$ cat config.mk
export PLATFORM = sky130hd
export DESIGN_NAME = tagfix_engine
export DESIGN_NICKNAME = d
export VERILOG_FILES = /design/src/rtl/tfx_pkg.sv /design/src/rtl/tfx_ctrl.sv /design/src/rtl/tfx_iq.sv /design/src/rtl/tfx_ckpt.sv /design/src/rtl/tagfix_engine.sv
export SDC_FILE = /design/constraint.sdc
export NUM_CORES = 1
export LEC_CHECK = 0
export BUFFER_PORTS_ARGS = -buffer_cell sky130_fd_sc_hd__clkbuf_2
export CAP_MARGIN = 20
export CORE_AREA = 10 10 230 232
export DETAILED_ROUTE_END_ITERATION = 8
export DIE_AREA = 0 0 240 242
export PLACE_DENSITY = 0.63
export SLEW_MARGIN = 20
export SYNTH_ARGS = -nofsm -noshare
export SYNTH_HDL_FRONTEND = slang
export SYNTH_SLANG_ARGS = --single-unit
$ cat constraint.sdc
create_clock -name clk -period 3.2 [get_ports clk]
set_input_delay 0.32 -clock clk [delete_from_list [all_inputs] [get_ports clk]]
set_output_delay 0.32 -clock clk [all_outputs]
set_load 0.02 [all_outputs]
$ cat src/rtl/tfx_pkg.sv
package tfx_pkg;
    typedef enum logic [2:0] {
        S_IDLE,
        S_TRACK,
        S_ARMED,
        S_WALK,
        S_DONE
    } tfx_state_e;
endpackage

$ cat src/rtl/tfx_ctrl.sv
module tfx_ctrl
    import tfx_pkg::*;
#(
    parameter int NAREG  = 8,
    parameter int PTAG_W = 5,
    parameter int AGE_W  = 6,
    parameter int PC_W   = 16,
    parameter int AREG_W = 3
) (
    input  logic                    clk,
    input  logic                    rst_n,
    input  logic                    br_valid,
    input  logic                    br_lowconf,
    input  logic                    ren_valid,
    input  logic [PC_W-1:0]         ren_pc,
    input  logic                    ren_dst_valid,
    input  logic [AREG_W-1:0]       ren_dst_areg,
    input  logic [PC_W-1:0]         conv_pc,
    input  logic [NAREG*PTAG_W-1:0] map_now,
    input  logic                    resolve_valid,
    input  logic                    resolve_mispred,
    input  logic [NAREG*PTAG_W-1:0] fix_map,
    input  logic [AGE_W-1:0]        conv_age,
    output logic                    rw_valid,
    output logic [PTAG_W-1:0]       rw_from,
    output logic [PTAG_W-1:0]       rw_to,
    output logic [AGE_W-1:0]        rw_age,
    output logic                    stall,
    output logic                    done
);
    localparam int MAP_W = NAREG * PTAG_W;

    tfx_state_e        st_q, st_d;
    logic [NAREG-1:0]  written_q, mask_q, diff_w, hit_w;
    logic [MAP_W-1:0]  ck_q, fix_q;
    logic [AGE_W-1:0]  age_q;
    logic [AREG_W-1:0] pick;
    logic              at_conv, last_pair;

    assign at_conv   = ren_valid && (ren_pc == conv_pc);
    assign hit_w     = written_q & diff_w;
    assign last_pair = (mask_q & (mask_q - 1'b1)) == '0;

    for (genvar g = 0; g < NAREG; g++) begin : g_diff
        assign diff_w[g] = ck_q[g*PTAG_W +: PTAG_W] != fix_map[g*PTAG_W +: PTAG_W];
    end

    always_comb begin
        pick = '0;
        for (int i = NAREG - 1; i >= 0; i--) begin
            if (mask_q[i]) pick = AREG_W'(i);
        end
    end

    // state register
    always_ff @(posedge clk or negedge rst_n) begin
        if (!rst_n) st_q <= S_IDLE;
        else        st_q <= st_d;
    end

    // next state
    always_comb begin
        st_d = st_q;
        unique case (st_q)
            S_IDLE:  if (br_valid && br_lowconf) st_d = S_TRACK;
            S_TRACK: begin
                if (resolve_valid) st_d = S_IDLE;
                else if (at_conv)  st_d = S_ARMED;
            end
            S_ARMED: begin
                if (resolve_valid) begin
                    if (!resolve_mispred) st_d = S_IDLE;
                    else if (|hit_w)      st_d = S_WALK;
                    else                  st_d = S_DONE;
                end
            end
            S_WALK:  if (last_pair) st_d = S_DONE;
            S_DONE:  st_d = S_IDLE;
            default: st_d = S_IDLE;
        endcase
    end

    // datapath registers
    always_ff @(posedge clk or negedge rst_n) begin
        if (!rst_n) begin
            written_q <= '0;
            mask_q    <= '0;
            ck_q      <= '0;
            fix_q     <= '0;
            age_q     <= '0;
        end else begin
            unique case (st_q)
                S_IDLE: if (br_valid && br_lowconf) written_q <= '0;
                S_TRACK: begin
                    if (at_conv) ck_q <= map_now;
                    else if (ren_valid && ren_dst_valid) written_q[ren_dst_areg] <= 1'b1;
                end
                S_ARMED: begin
                    if (resolve_valid && resolve_mispred) begin
                        mask_q <= hit_w;
                        fix_q  <= fix_map;
                        age_q  <= conv_age;
                    end
                end
                S_WALK:  mask_q[pick] <= 1'b0;
                S_DONE:  mask_q <= '0;
                default: mask_q <= '0;
            endcase
        end
    end

    // outputs
    always_comb begin
        rw_valid = 1'b0;
        stall    = 1'b0;
        done     = 1'b0;
        unique case (st_q)
            S_WALK: begin
                rw_valid = 1'b1;
                stall    = 1'b1;
            end
            S_DONE:  done = 1'b1;
            default: ;
        endcase
    end

    assign rw_from = ck_q[pick*PTAG_W +: PTAG_W];
    assign rw_to   = fix_q[pick*PTAG_W +: PTAG_W];
    assign rw_age  = age_q;
endmodule

$ cat src/rtl/tfx_iq.sv
module tfx_iq #(
    parameter int N      = 4,
    parameter int IDX_W  = 2,
    parameter int PTAG_W = 5,
    parameter int AGE_W  = 6
) (
    input  logic                  clk,
    input  logic                  rst_n,
    input  logic                  wr_en,
    input  logic [IDX_W-1:0]      wr_idx,
    input  logic [AGE_W-1:0]      wr_age,
    input  logic [PTAG_W-1:0]     wr_src0,
    input  logic [PTAG_W-1:0]     wr_src1,
    input  logic                  wr_rdy0,
    input  logic                  wr_rdy1,
    input  logic                  rw_valid,
    input  logic [PTAG_W-1:0]     rw_from,
    input  logic [PTAG_W-1:0]     rw_to,
    input  logic [AGE_W-1:0]      rw_age,
    input  logic [(1<<PTAG_W)-1:0] preg_ready,
    input  logic [IDX_W-1:0]      rd_idx,
    output logic [PTAG_W-1:0]     rd_src0,
    output logic [PTAG_W-1:0]     rd_src1,
    output logic                  rd_rdy0,
    output logic                  rd_rdy1
);
    localparam int NSRC = 2;

    logic [PTAG_W-1:0] src_q [N][NSRC];
    logic              rdy_q [N][NSRC];
    logic [AGE_W-1:0]  age_q [N];

    always_ff @(posedge clk or negedge rst_n) begin
        if (!rst_n) begin
            for (int e = 0; e < N; e++) begin
                age_q[e] <= '0;
                for (int s = 0; s < NSRC; s++) begin
                    src_q[e][s] <= '0;
                    rdy_q[e][s] <= 1'b0;
                end
            end
        end else begin
            for (int e = 0; e < N; e++) begin
                if (wr_en && (wr_idx == IDX_W'(e))) begin
                    age_q[e]    <= wr_age;
                    src_q[e][0] <= wr_src0;
                    src_q[e][1] <= wr_src1;
                    rdy_q[e][0] <= wr_rdy0;
                    rdy_q[e][1] <= wr_rdy1;
                end else if (rw_valid && (age_q[e] > rw_age)) begin
                    for (int s = 0; s < NSRC; s++) begin
                        if (src_q[e][s] == rw_from) begin
                            src_q[e][s] <= rw_to;
                            rdy_q[e][s] <= preg_ready[rw_to];
                        end
                    end
                end
            end
        end
    end

    assign rd_src0 = src_q[rd_idx][0];
    assign rd_src1 = src_q[rd_idx][1];
    assign rd_rdy0 = rdy_q[rd_idx][0];
    assign rd_rdy1 = rdy_q[rd_idx][1];
endmodule

$ cat src/rtl/tfx_ckpt.sv
module tfx_ckpt #(
    parameter int N      = 2,
    parameter int IDX_W  = 1,
    parameter int NAREG  = 8,
    parameter int PTAG_W = 5,
    parameter int AGE_W  = 6
) (
    input  logic                    clk,
    input  logic                    rst_n,
    input  logic                    wr_en,
    input  logic [IDX_W-1:0]        wr_idx,
    input  logic [AGE_W-1:0]        wr_age,
    input  logic [NAREG*PTAG_W-1:0] wr_map,
    input  logic                    rw_valid,
    input  logic [PTAG_W-1:0]       rw_from,
    input  logic [PTAG_W-1:0]       rw_to,
    input  logic [AGE_W-1:0]        rw_age,
    input  logic [IDX_W-1:0]        rd_idx,
    output logic [NAREG*PTAG_W-1:0] rd_map
);
    logic [NAREG*PTAG_W-1:0] map_q [N];
    logic [AGE_W-1:0]        age_q [N];

    always_ff @(posedge clk or negedge rst_n) begin
        if (!rst_n) begin
            for (int c = 0; c < N; c++) begin
                map_q[c] <= '0;
                age_q[c] <= '0;
            end
        end else begin
            for (int c = 0; c < N; c++) begin
                if (wr_en && (wr_idx == IDX_W'(c))) begin
                    map_q[c] <= wr_map;
                    age_q[c] <= wr_age;
                end else if (rw_valid && (age_q[c] > rw_age)) begin
                    for (int a = 0; a < NAREG; a++) begin
                        if (map_q[c][a*PTAG_W +: PTAG_W] == rw_from)
                            map_q[c][a*PTAG_W +: PTAG_W] <= rw_to;
                    end
                end
            end
        end
    end

    assign rd_map = map_q[rd_idx];
endmodule

$ cat src/rtl/tagfix_engine.sv
module tagfix_engine #(
    parameter int NAREG  = 8,
    parameter int PTAG_W = 5,
    parameter int AGE_W  = 6,
    parameter int PC_W   = 16,
    parameter int IQ_N   = 4,
    parameter int CK_N   = 2,
    localparam int AREG_W = (NAREG > 1) ? $clog2(NAREG) : 1,
    localparam int IQI_W  = (IQ_N > 1) ? $clog2(IQ_N) : 1,
    localparam int CKI_W  = (CK_N > 1) ? $clog2(CK_N) : 1,
    localparam int MAP_W  = NAREG * PTAG_W,
    localparam int NPREG  = 1 << PTAG_W
) (
    input  logic              clk,
    input  logic              rst_n,
    input  logic              br_valid,
    input  logic              br_lowconf,
    input  logic              ren_valid,
    input  logic [PC_W-1:0]   ren_pc,
    input  logic              ren_dst_valid,
    input  logic [AREG_W-1:0] ren_dst_areg,
    input  logic [PC_W-1:0]   conv_pc,
    input  logic [MAP_W-1:0]  map_now,
    input  logic              resolve_valid,
    input  logic              resolve_mispred,
    input  logic [MAP_W-1:0]  fix_map,
    input  logic [AGE_W-1:0]  conv_age,
    input  logic [NPREG-1:0]  preg_ready,
    input  logic              iq_wr_en,
    input  logic [IQI_W-1:0]  iq_wr_idx,
    input  logic [AGE_W-1:0]  iq_wr_age,
    input  logic [PTAG_W-1:0] iq_wr_src0,
    input  logic [PTAG_W-1:0] iq_wr_src1,
    input  logic              iq_wr_rdy0,
    input  logic              iq_wr_rdy1,
    input  logic [IQI_W-1:0]  iq_rd_idx,
    output logic [PTAG_W-1:0] iq_rd_src0,
    output logic [PTAG_W-1:0] iq_rd_src1,
    output logic              iq_rd_rdy0,
    output logic              iq_rd_rdy1,
    input  logic              ck_wr_en,
    input  logic [CKI_W-1:0]  ck_wr_idx,
    input  logic [AGE_W-1:0]  ck_wr_age,
    input  logic [MAP_W-1:0]  ck_wr_map,
    input  logic [CKI_W-1:0]  ck_rd_idx,
    output logic [MAP_W-1:0]  ck_rd_map,
    output logic              stall,
    output logic              done
);
    logic              rw_valid;
    logic [PTAG_W-1:0] rw_from, rw_to;
    logic [AGE_W-1:0]  rw_age;

    tfx_ctrl #(
        .NAREG(NAREG), .PTAG_W(PTAG_W), .AGE_W(AGE_W), .PC_W(PC_W), .AREG_W(AREG_W)
    ) u_ctrl (
        .clk(clk), .rst_n(rst_n),
        .br_valid(br_valid), .br_lowconf(br_lowconf),
        .ren_valid(ren_valid), .ren_pc(ren_pc),
        .ren_dst_valid(ren_dst_valid), .ren_dst_areg(ren_dst_areg),
        .conv_pc(conv_pc), .map_now(map_now),
        .resolve_valid(resolve_valid), .resolve_mispred(resolve_mispred),
        .fix_map(fix_map), .conv_age(conv_age),
        .rw_valid(rw_valid), .rw_from(rw_from), .rw_to(rw_to), .rw_age(rw_age),
        .stall(stall), .done(done)
    );

    tfx_iq #(
        .N(IQ_N), .IDX_W(IQI_W), .PTAG_W(PTAG_W), .AGE_W(AGE_W)
    ) u_iq (
        .clk(clk), .rst_n(rst_n),
        .wr_en(iq_wr_en), .wr_idx(iq_wr_idx), .wr_age(iq_wr_age),
        .wr_src0(iq_wr_src0), .wr_src1(iq_wr_src1),
        .wr_rdy0(iq_wr_rdy0), .wr_rdy1(iq_wr_rdy1),
        .rw_valid(rw_valid), .rw_from(rw_from), .rw_to(rw_to), .rw_age(rw_age),
        .preg_ready(preg_ready),
        .rd_idx(iq_rd_idx), .rd_src0(iq_rd_src0), .rd_src1(iq_rd_src1),
        .rd_rdy0(iq_rd_rdy0), .rd_rdy1(iq_rd_rdy1)
    );

    tfx_ckpt #(
        .N(CK_N), .IDX_W(CKI_W), .NAREG(NAREG), .PTAG_W(PTAG_W), .AGE_W(AGE_W)
    ) u_ckpt (
        .clk(clk), .rst_n(rst_n),
        .wr_en(ck_wr_en), .wr_idx(ck_wr_idx), .wr_age(ck_wr_age), .wr_map(ck_wr_map),
        .rw_valid(rw_valid), .rw_from(rw_from), .rw_to(rw_to), .rw_age(rw_age),
        .rd_idx(ck_rd_idx), .rd_map(ck_rd_map)
    );
endmodule

==> results of run 1 <==
## stage by stage
stage	hold slack [ps]	cells
after floorplan	24.41	1612
after global placement	297.8	2575
after detailed placement	296.8	2575
after CTS	0.04552	2683
after global routing	3.750	2721
final	22.30	2721
## critical path, cell delays in order, from the launching register on
cell	delay, ps
dfrtp_2	470
buf_4	190
nor3_4	200
nand4_1	230
buf_4	220
o211ai_1	310
o21bai_4	230
buf_12	150
clkbuf_16	150
xor2_1	140
nand3_1	80
or4_4	490
mux2i_1	210
o21ai_1	80
## area by class of cell
class	count	area, um2
fillers	4433	25770
multi-input cells	1216	10100
flip-flops and latches	269	6738
repair buffers	531	3895
clock buffers	46	997.2
well taps	622	778.2
inverters	25	93.84
clock inverters	11	70.07
diodes	1	2.502
## cells in the mapped netlist (all sizes together), types with 22 or more instances
master  count  area [um2]
and3       22       162.6
xor2       82       718.2
dfrtp     269        6731
xnor2      83       727.0
o21ai     161       809.5
buf        45       267.8
a21oi      40       215.2
nand3      42       235.2
clkbuf     57       214.0
mux2      158        1779
nor3       24       140.1
ha         36       450.4
mux2i     126        1261
nand4      22       240.2
nand2     179       671.9
inv        25       93.84
nor2       45       181.4
## what timing repair did
action                                 in CTS  in global routing
gates cloned                                1                  5
hold buffers                               38                  0
setup endpoints to repair                  84                119
setup buffers                              12                 35
pin swaps                                  15                 45
resized for setup                          39                197
endpoints found under the hold margin      94                  0
## registers in the layout (all words and copies together) (netlist names), 6 cells and up
register / flops
u_ctrl.rw_age: 6
u_ckpt.age_q: 12
u_iq.rdy_q: 8
u_ctrl.fix_q: 40
u_ctrl.ck_q: 40
u_ctrl.written_q: 8
u_ctrl.mask_q: 8
u_iq.src_q: 40
u_ckpt.map_q: 80
u_iq.age_q: 24
## final timing paths
check                                 start                to  slack (ps)  cells past startpoint
max reg2reg                u_ctrl.mask_q[2]  u_ckpt.map_q[24]         -90                     13
min reg2reg                u_ctrl.rw_age[5]  u_ctrl.rw_age[5]         510                      1
max                        u_ctrl.mask_q[2]  u_ckpt.map_q[24]         -90                     13
min in group asynchronous             rst_n   u_ckpt.map_q[1]         320                      2
min                             map_now[17]   u_ctrl.ck_q[17]          20                      2
max in group asynchronous             rst_n  u_ctrl.mask_q[7]        1930                      3
## cells in the final DEF (no fill, tap or decap), types with 9 or more instances in the layout
cell type,n
a21o_1,10
a21oi_1,35
a221oi_2,9
and3_1,16
buf_12,23
buf_4,146
buf_6,31
clkbuf_16,40
clkbuf_2,285
dfrtp_1,264
dlygate4sd3_1,38
ha_1,36
inv_1,24
mux2_2,158
mux2i_1,122
mux4_2,12
nand2_1,176
nand3_1,34
nand4_1,14
nor2_1,34
nor2b_1,13
nor3_1,15
o21ai_0,52
o21ai_1,105
o22ai_1,12
o31ai_1,15
or4_4,12
xnor2_1,68
xnor2_2,14
xor2_1,77
## routing by layer
metal,up-vias,wire length (um),GRT usage
met4,8,2229,0.08115
met3,131,4061,0.03651
met5,-,42,0
li1,6740,-,-
met1,7164,25420,0.2558
met2,513,27250,0.3093
## logic make-up after synthesis
kind of cell / share of synthesized area
AOI/OAI and AO/OA: 0.1222
xor gates and xnor gates: 0.08683
adders and majority gates: 0.02766
buffers and inverters: 0.03458
DFF: 0.4045
muxes: 0.1989
and+or+nand+nor: 0.1254
## power by group
| group | internal [mW] | total [mW] | switching (mW) |
|---|---|---|---|
| Clock | 2.18 | 3.74 | 1.56 |
| Combinational | 9.25 | 19.6 | 10.3 |
| Sequential | 4.22 | 5.01 | 0.782 |
==> qor.log, run 1 <==
qor: place.routabilityCongestion 0.9147
qor: setup_path.setup.worst_path.class flop to flop
qor: place.dp.final_hpwl 43,690 um
qor: setup_path.critPathArrivalTime 3720 ps
qor: detailed_routing.wire_per_inst 21.68 um
qor: detailed_routing.remaining_drc_errors 0
qor: global_routing.globalRouteOverflowTotal 0
qor: cts.cell_at_the_root_of_the_clock_tree clkbuf_16
qor: yosys.yosys.cell_types.count 80
qor: min_path.min_delay_path_class primary input to flop
qor: die.floorplan.die.width 240 um
qor: yosys.synth-edff-count 0
qor: pwr.p_per_area 1249 nW/um2
qor: global_routing.globalRouteTotalUtil 0.1951
qor: cells_and_area.design.final.nets 2,346
qor: die.num_io_pins 287
qor: setup_path.maximum_fanout_encountered_on_the_critical_timing_path 7
qor: sta.timing.fmax 303.6 MHz
qor: global_routing.grt_antenna_before_repair 5
qor: sta.final_min_period_over_clock_period 1.029
qor: yosys.mappedNetlistNets 1,881
qor: cells_and_area.post_route_cells_drive_above_1_share 0.4152
qor: die.die_area 58,080 um2
qor: yosys.ys.flop_type dfrtp_1
qor: detailed_routing.finalWirelength 59,000 um
qor: die.die_h 242 um
qor: sta.tightest_slew 860.0 ps
qor: place.number_of_port_buffers 286
qor: setup_path.worst_setup_path_end_kind flop
qor: cts.cts_htree_levels 2
qor: die.core 48,440 um2
qor: cells_and_area.final_design_area_no_fill 22,680 um2
qor: yosys.postSynth.asyncResetShare 1.000
qor: yosys.synth-seq-cells 269
qor: sta.finClkSkew 15.44 ps
qor: cts.cts_buffer_depth 3
qor: yosys.ys.warnings.count 0
qor: sta.timing_hold_violations_final 0
qor: sta.rsz_0062_raised_after_global_routing yes
qor: cts.clock_sinks 269
qor: pwr.fin_total_pwr 28.33 mW
qor: detailed_routing.drt-vias-per-instance 5.350
qor: global_routing.grt_max_degree 100
qor: setup_path.cp_data_required_time 3620 ps
qor: cts.clkLatencyLatePin 540 ps
qor: status.failing_checks setup timing
qor: place.postPlaceCellArea 19,880 um2
qor: cells_and_area.syn2layout_area_growth 36.24%
qor: detailed_routing.initial_drt_pass_iterations 5
qor: global_routing.via_count_of_the_first_global_routing_pass 15,230
qor: global_routing.grt_first_pass_wirelength 89,010 um
qor: run.number_of_maximum_capacitance_violations 0
qor: die.initial_utilization 0.3436
qor: place.pre_cts_ws -230.0 ps
qor: yosys.synth_area 16,640 um2
qor: sta.setup_slack -94.05 ps
qor: detailed_routing.antenna_left 0
qor: die.std_cell_rows 81
qor: status.result_of_the_run finished with violations
qor: detailed_routing.drt-initial-drc-count 913
qor: yosys.avgSynthCellArea 10.32 um2
qor: cts.tritoncts.num_buffers 34
qor: setup_path.startpoint_class flop
qor: yosys.synth-seq-area-share 0.4045
qor: yosys.gate_count_after_technology_mapping 1,612
qor: sta.final.setup.tns -2272 ps
qor: cts.cts_tree done
qor: pwr.total_leakage_power 10.84 nW
qor: sta.slew_headroom 0.4222
qor: sta.timing.final.setup_violations 50
qor: pwr.worst_ir_drop_vdd 1.134 mV
qor: sta.timing.final.max_slew_violations 0
qor: cts.clkSlewWorstSetupHoldPaths 60 ps
qor: sta.finalWorstPathRequiredPeriod 3294 ps
qor: cells_and_area.utilization 0.4681
qor: detailed_routing.dr_total_vias 14,560
Note: power is estimated with default switching activity, not from simulation.
==> inputs of run 2 (changes only) <==
- SKIP_LAST_GASP: unset -> 1
==> run 2 against run 1 <==
The flow still finishes with violations (setup timing). Clock power about the same. Cell area shrank 0.20%. First-iteration DRC count is 4.6% higher. Via count is 0.57% higher. Final cell count up 0.26%. Hold slack hardly changed. Die area did not move. Clock skew shrank 1.0 ps. Sequential cell count unchanged.
==> qor.log, run 2 (same netlist as run 1, synthesis figures left out) <==
qor: setup_path.maximum_fanout_encountered_on_the_critical_timing_path 5
qor: die.std_cell_rows 81
qor: global_routing.globalRouteTotalUtil 0.1947
qor: min_path.min_delay_path_class primary input to flop
qor: setup_path.worst_setup_path_end_kind flop
qor: setup_path.cp_data_required_time 3620 ps
qor: pwr.p_per_area 1235 nW/um2
qor: cts.clock_sinks 269
qor: status.failing_checks setup timing
qor: die.core 48,440 um2
qor: status.result_of_the_run finished with violations
qor: pwr.total_leakage_power 10.85 nW
qor: setup_path.startpoint_class flop
qor: run.number_of_maximum_capacitance_violations 0
qor: cells_and_area.utilization 0.4671
qor: detailed_routing.antenna_left 0
qor: die.num_io_pins 287
qor: cts.cell_at_the_root_of_the_clock_tree clkbuf_16
qor: sta.fin_worst_hold_slack 22.26 ps
qor: cts.clkSlewWorstSetupHoldPaths 60 ps
qor: cts.cts_tree done
qor: detailed_routing.drt-vias-per-instance 5.366
qor: cells_and_area.final_common_cell clkbuf_2
qor: cts.clkLatencyLatePin 540 ps
qor: place.routabilityCongestion 0.9147
qor: global_routing.globalRouteOverflowTotal 0
qor: sta.slew_headroom 0.4150
qor: sta.final_min_period_over_clock_period 1.037
qor: place.pre_cts_ws -230.0 ps
qor: global_routing.grt_max_degree 100
qor: sta.finalWorstPathRequiredPeriod 3318 ps
qor: cts.cts_htree_levels 2
qor: pwr.fin_total_pwr 27.95 mW
qor: sta.finClkSkew 14.41 ps
qor: global_routing.grt_antenna_before_repair 5
qor: global_routing.grt_first_pass_wirelength 88,820 um
qor: sta.timing.fmax 301.3 MHz
qor: detailed_routing.remaining_drc_errors 0
qor: cells_and_area.post_route_cells_drive_above_1_share 0.4152
qor: cells_and_area.number_of_flip_flops_under_the_largest_register_name 80
qor: die.die_area 58,080 um2
qor: die.floorplan.die.width 240 um
qor: detailed_routing.drt-initial-drc-count 955
qor: detailed_routing.initial_drt_pass_iterations 5
qor: detailed_routing.dr_total_vias 14,640
qor: place.number_of_port_buffers 286
qor: setup_path.critPathArrivalTime 3740 ps
qor: cells_and_area.mostFrequentLayoutCells 285 x clkbuf_2, 264 x dfrtp_1, 177 x nand2_1
qor: detailed_routing.finalWirelength 59,370 um
qor: cells_and_area.layout.filler_cells 4,415
qor: cells_and_area.registers.top_by_ff_count u_ckpt.map_q
qor: pwr.worst_ir_drop_vdd 1.140 mV
qor: sta.setup_slack -118.4 ps
qor: cells_and_area.post_layout_nonfiller_instances 2,728
qor: cells_and_area.syn2layout_area_growth 35.97%
qor: sta.timing.final.setup_violations 45
qor: sta.rsz_0062_raised_after_global_routing yes
qor: global_routing.via_count_of_the_first_global_routing_pass 15,190
qor: die.die_h 242 um
qor: cts.tritoncts.num_buffers 34
qor: sta.timing_hold_violations_final 0
qor: place.dp.cells 2,575
qor: sta.timing.final.max_slew_violations 0
qor: place.dp.final_hpwl 43,690 um
qor: detailed_routing.wire_per_inst 21.76 um
qor: cells_and_area.design.final.nets 2,353
qor: cts.cts_buffer_depth 3
qor: setup_path.setup.worst_path.class flop to flop
qor: sta.tightest_slew 877.4 ps
qor: die.initial_utilization 0.3436
==> run 2: stage by stage <==
step                      setup TNS [ps]  instance area, um2
after floorplan                   -17.08               16690
after global placement             -9564               19880
after detailed placement           -8437               19880
after CTS                         -108.5               21620
after global routing              -10800               22630
final                              -1448               22630
==> run 2: final timing paths <==
check	slack, ps	cells after the start	startpoint	to
worst max-delay path	-120	13	u_ctrl.mask_q[3]	u_ckpt.map_q[27]
worst min-delay path	20	2	map_now[17]	u_ctrl.ck_q[17]
worst max register to register	-120	13	u_ctrl.mask_q[3]	u_ckpt.map_q[27]
worst min register to register	510	1	u_ctrl.rw_age[1]	u_ctrl.rw_age[1]
max in group asynchronous	1940	3	rst_n	u_ctrl.mask_q[7]
min in group asynchronous	320	2	rst_n	u_ckpt.map_q[1]
==> run 2: worst max-delay path: stages (launching register included) <==
cell and delay [ps]:
dfrtp_2 430, buf_4 160, nor3_4 200, nand4_1 240
buf_4 240, o211ai_1 310, o21bai_4 230, buf_12 150
clkbuf_16 150, xor2_1 140, nand3_1 100, or4_4 490
mux2i_1 230, o21ai_1 100
==> run 2: final cells by class <==
class                   instances  area (um2)  area share
diodes                          1       2.502   0.0001106
clock buffers                  46       997.2     0.04406
clock inverters                11       70.07    0.003096
inverters                      25       93.84    0.004147
multi-input cells            1216       10060      0.4447
flip-flops and latches        269        6738      0.2977
well taps                     622       778.2     0.03439
repair buffers                538        3886      0.1717
==> run 2: timing repair <==
action                     4_1_cts  5_1_grt
pin swaps                       14       58
resized for setup               35      171
hold endpoints to repair        94        0
setup endpoints to repair       84      123
gates cloned                     1        4
setup buffers                   12       43
hold buffers                    38        0
==> run 2: metal layers <==
metal,vias up,routed length [um],GRT usage
met2,532,27750,0.3090
met5,-,42,0
met4,8,2036,0.07891
li1,6756,-,-
met3,119,4140,0.03719
met1,7224,25400,0.2552
==> run 2: where the power goes <==
group / switching (mW) / internal, mW / total (mW)
clock network: 1.57 / 2.18 / 3.75
logic: 10.2 / 9.00 / 19.2
registers: 0.779 / 4.22 / 5.00
total: 12.5 / 15.4 / 28.0
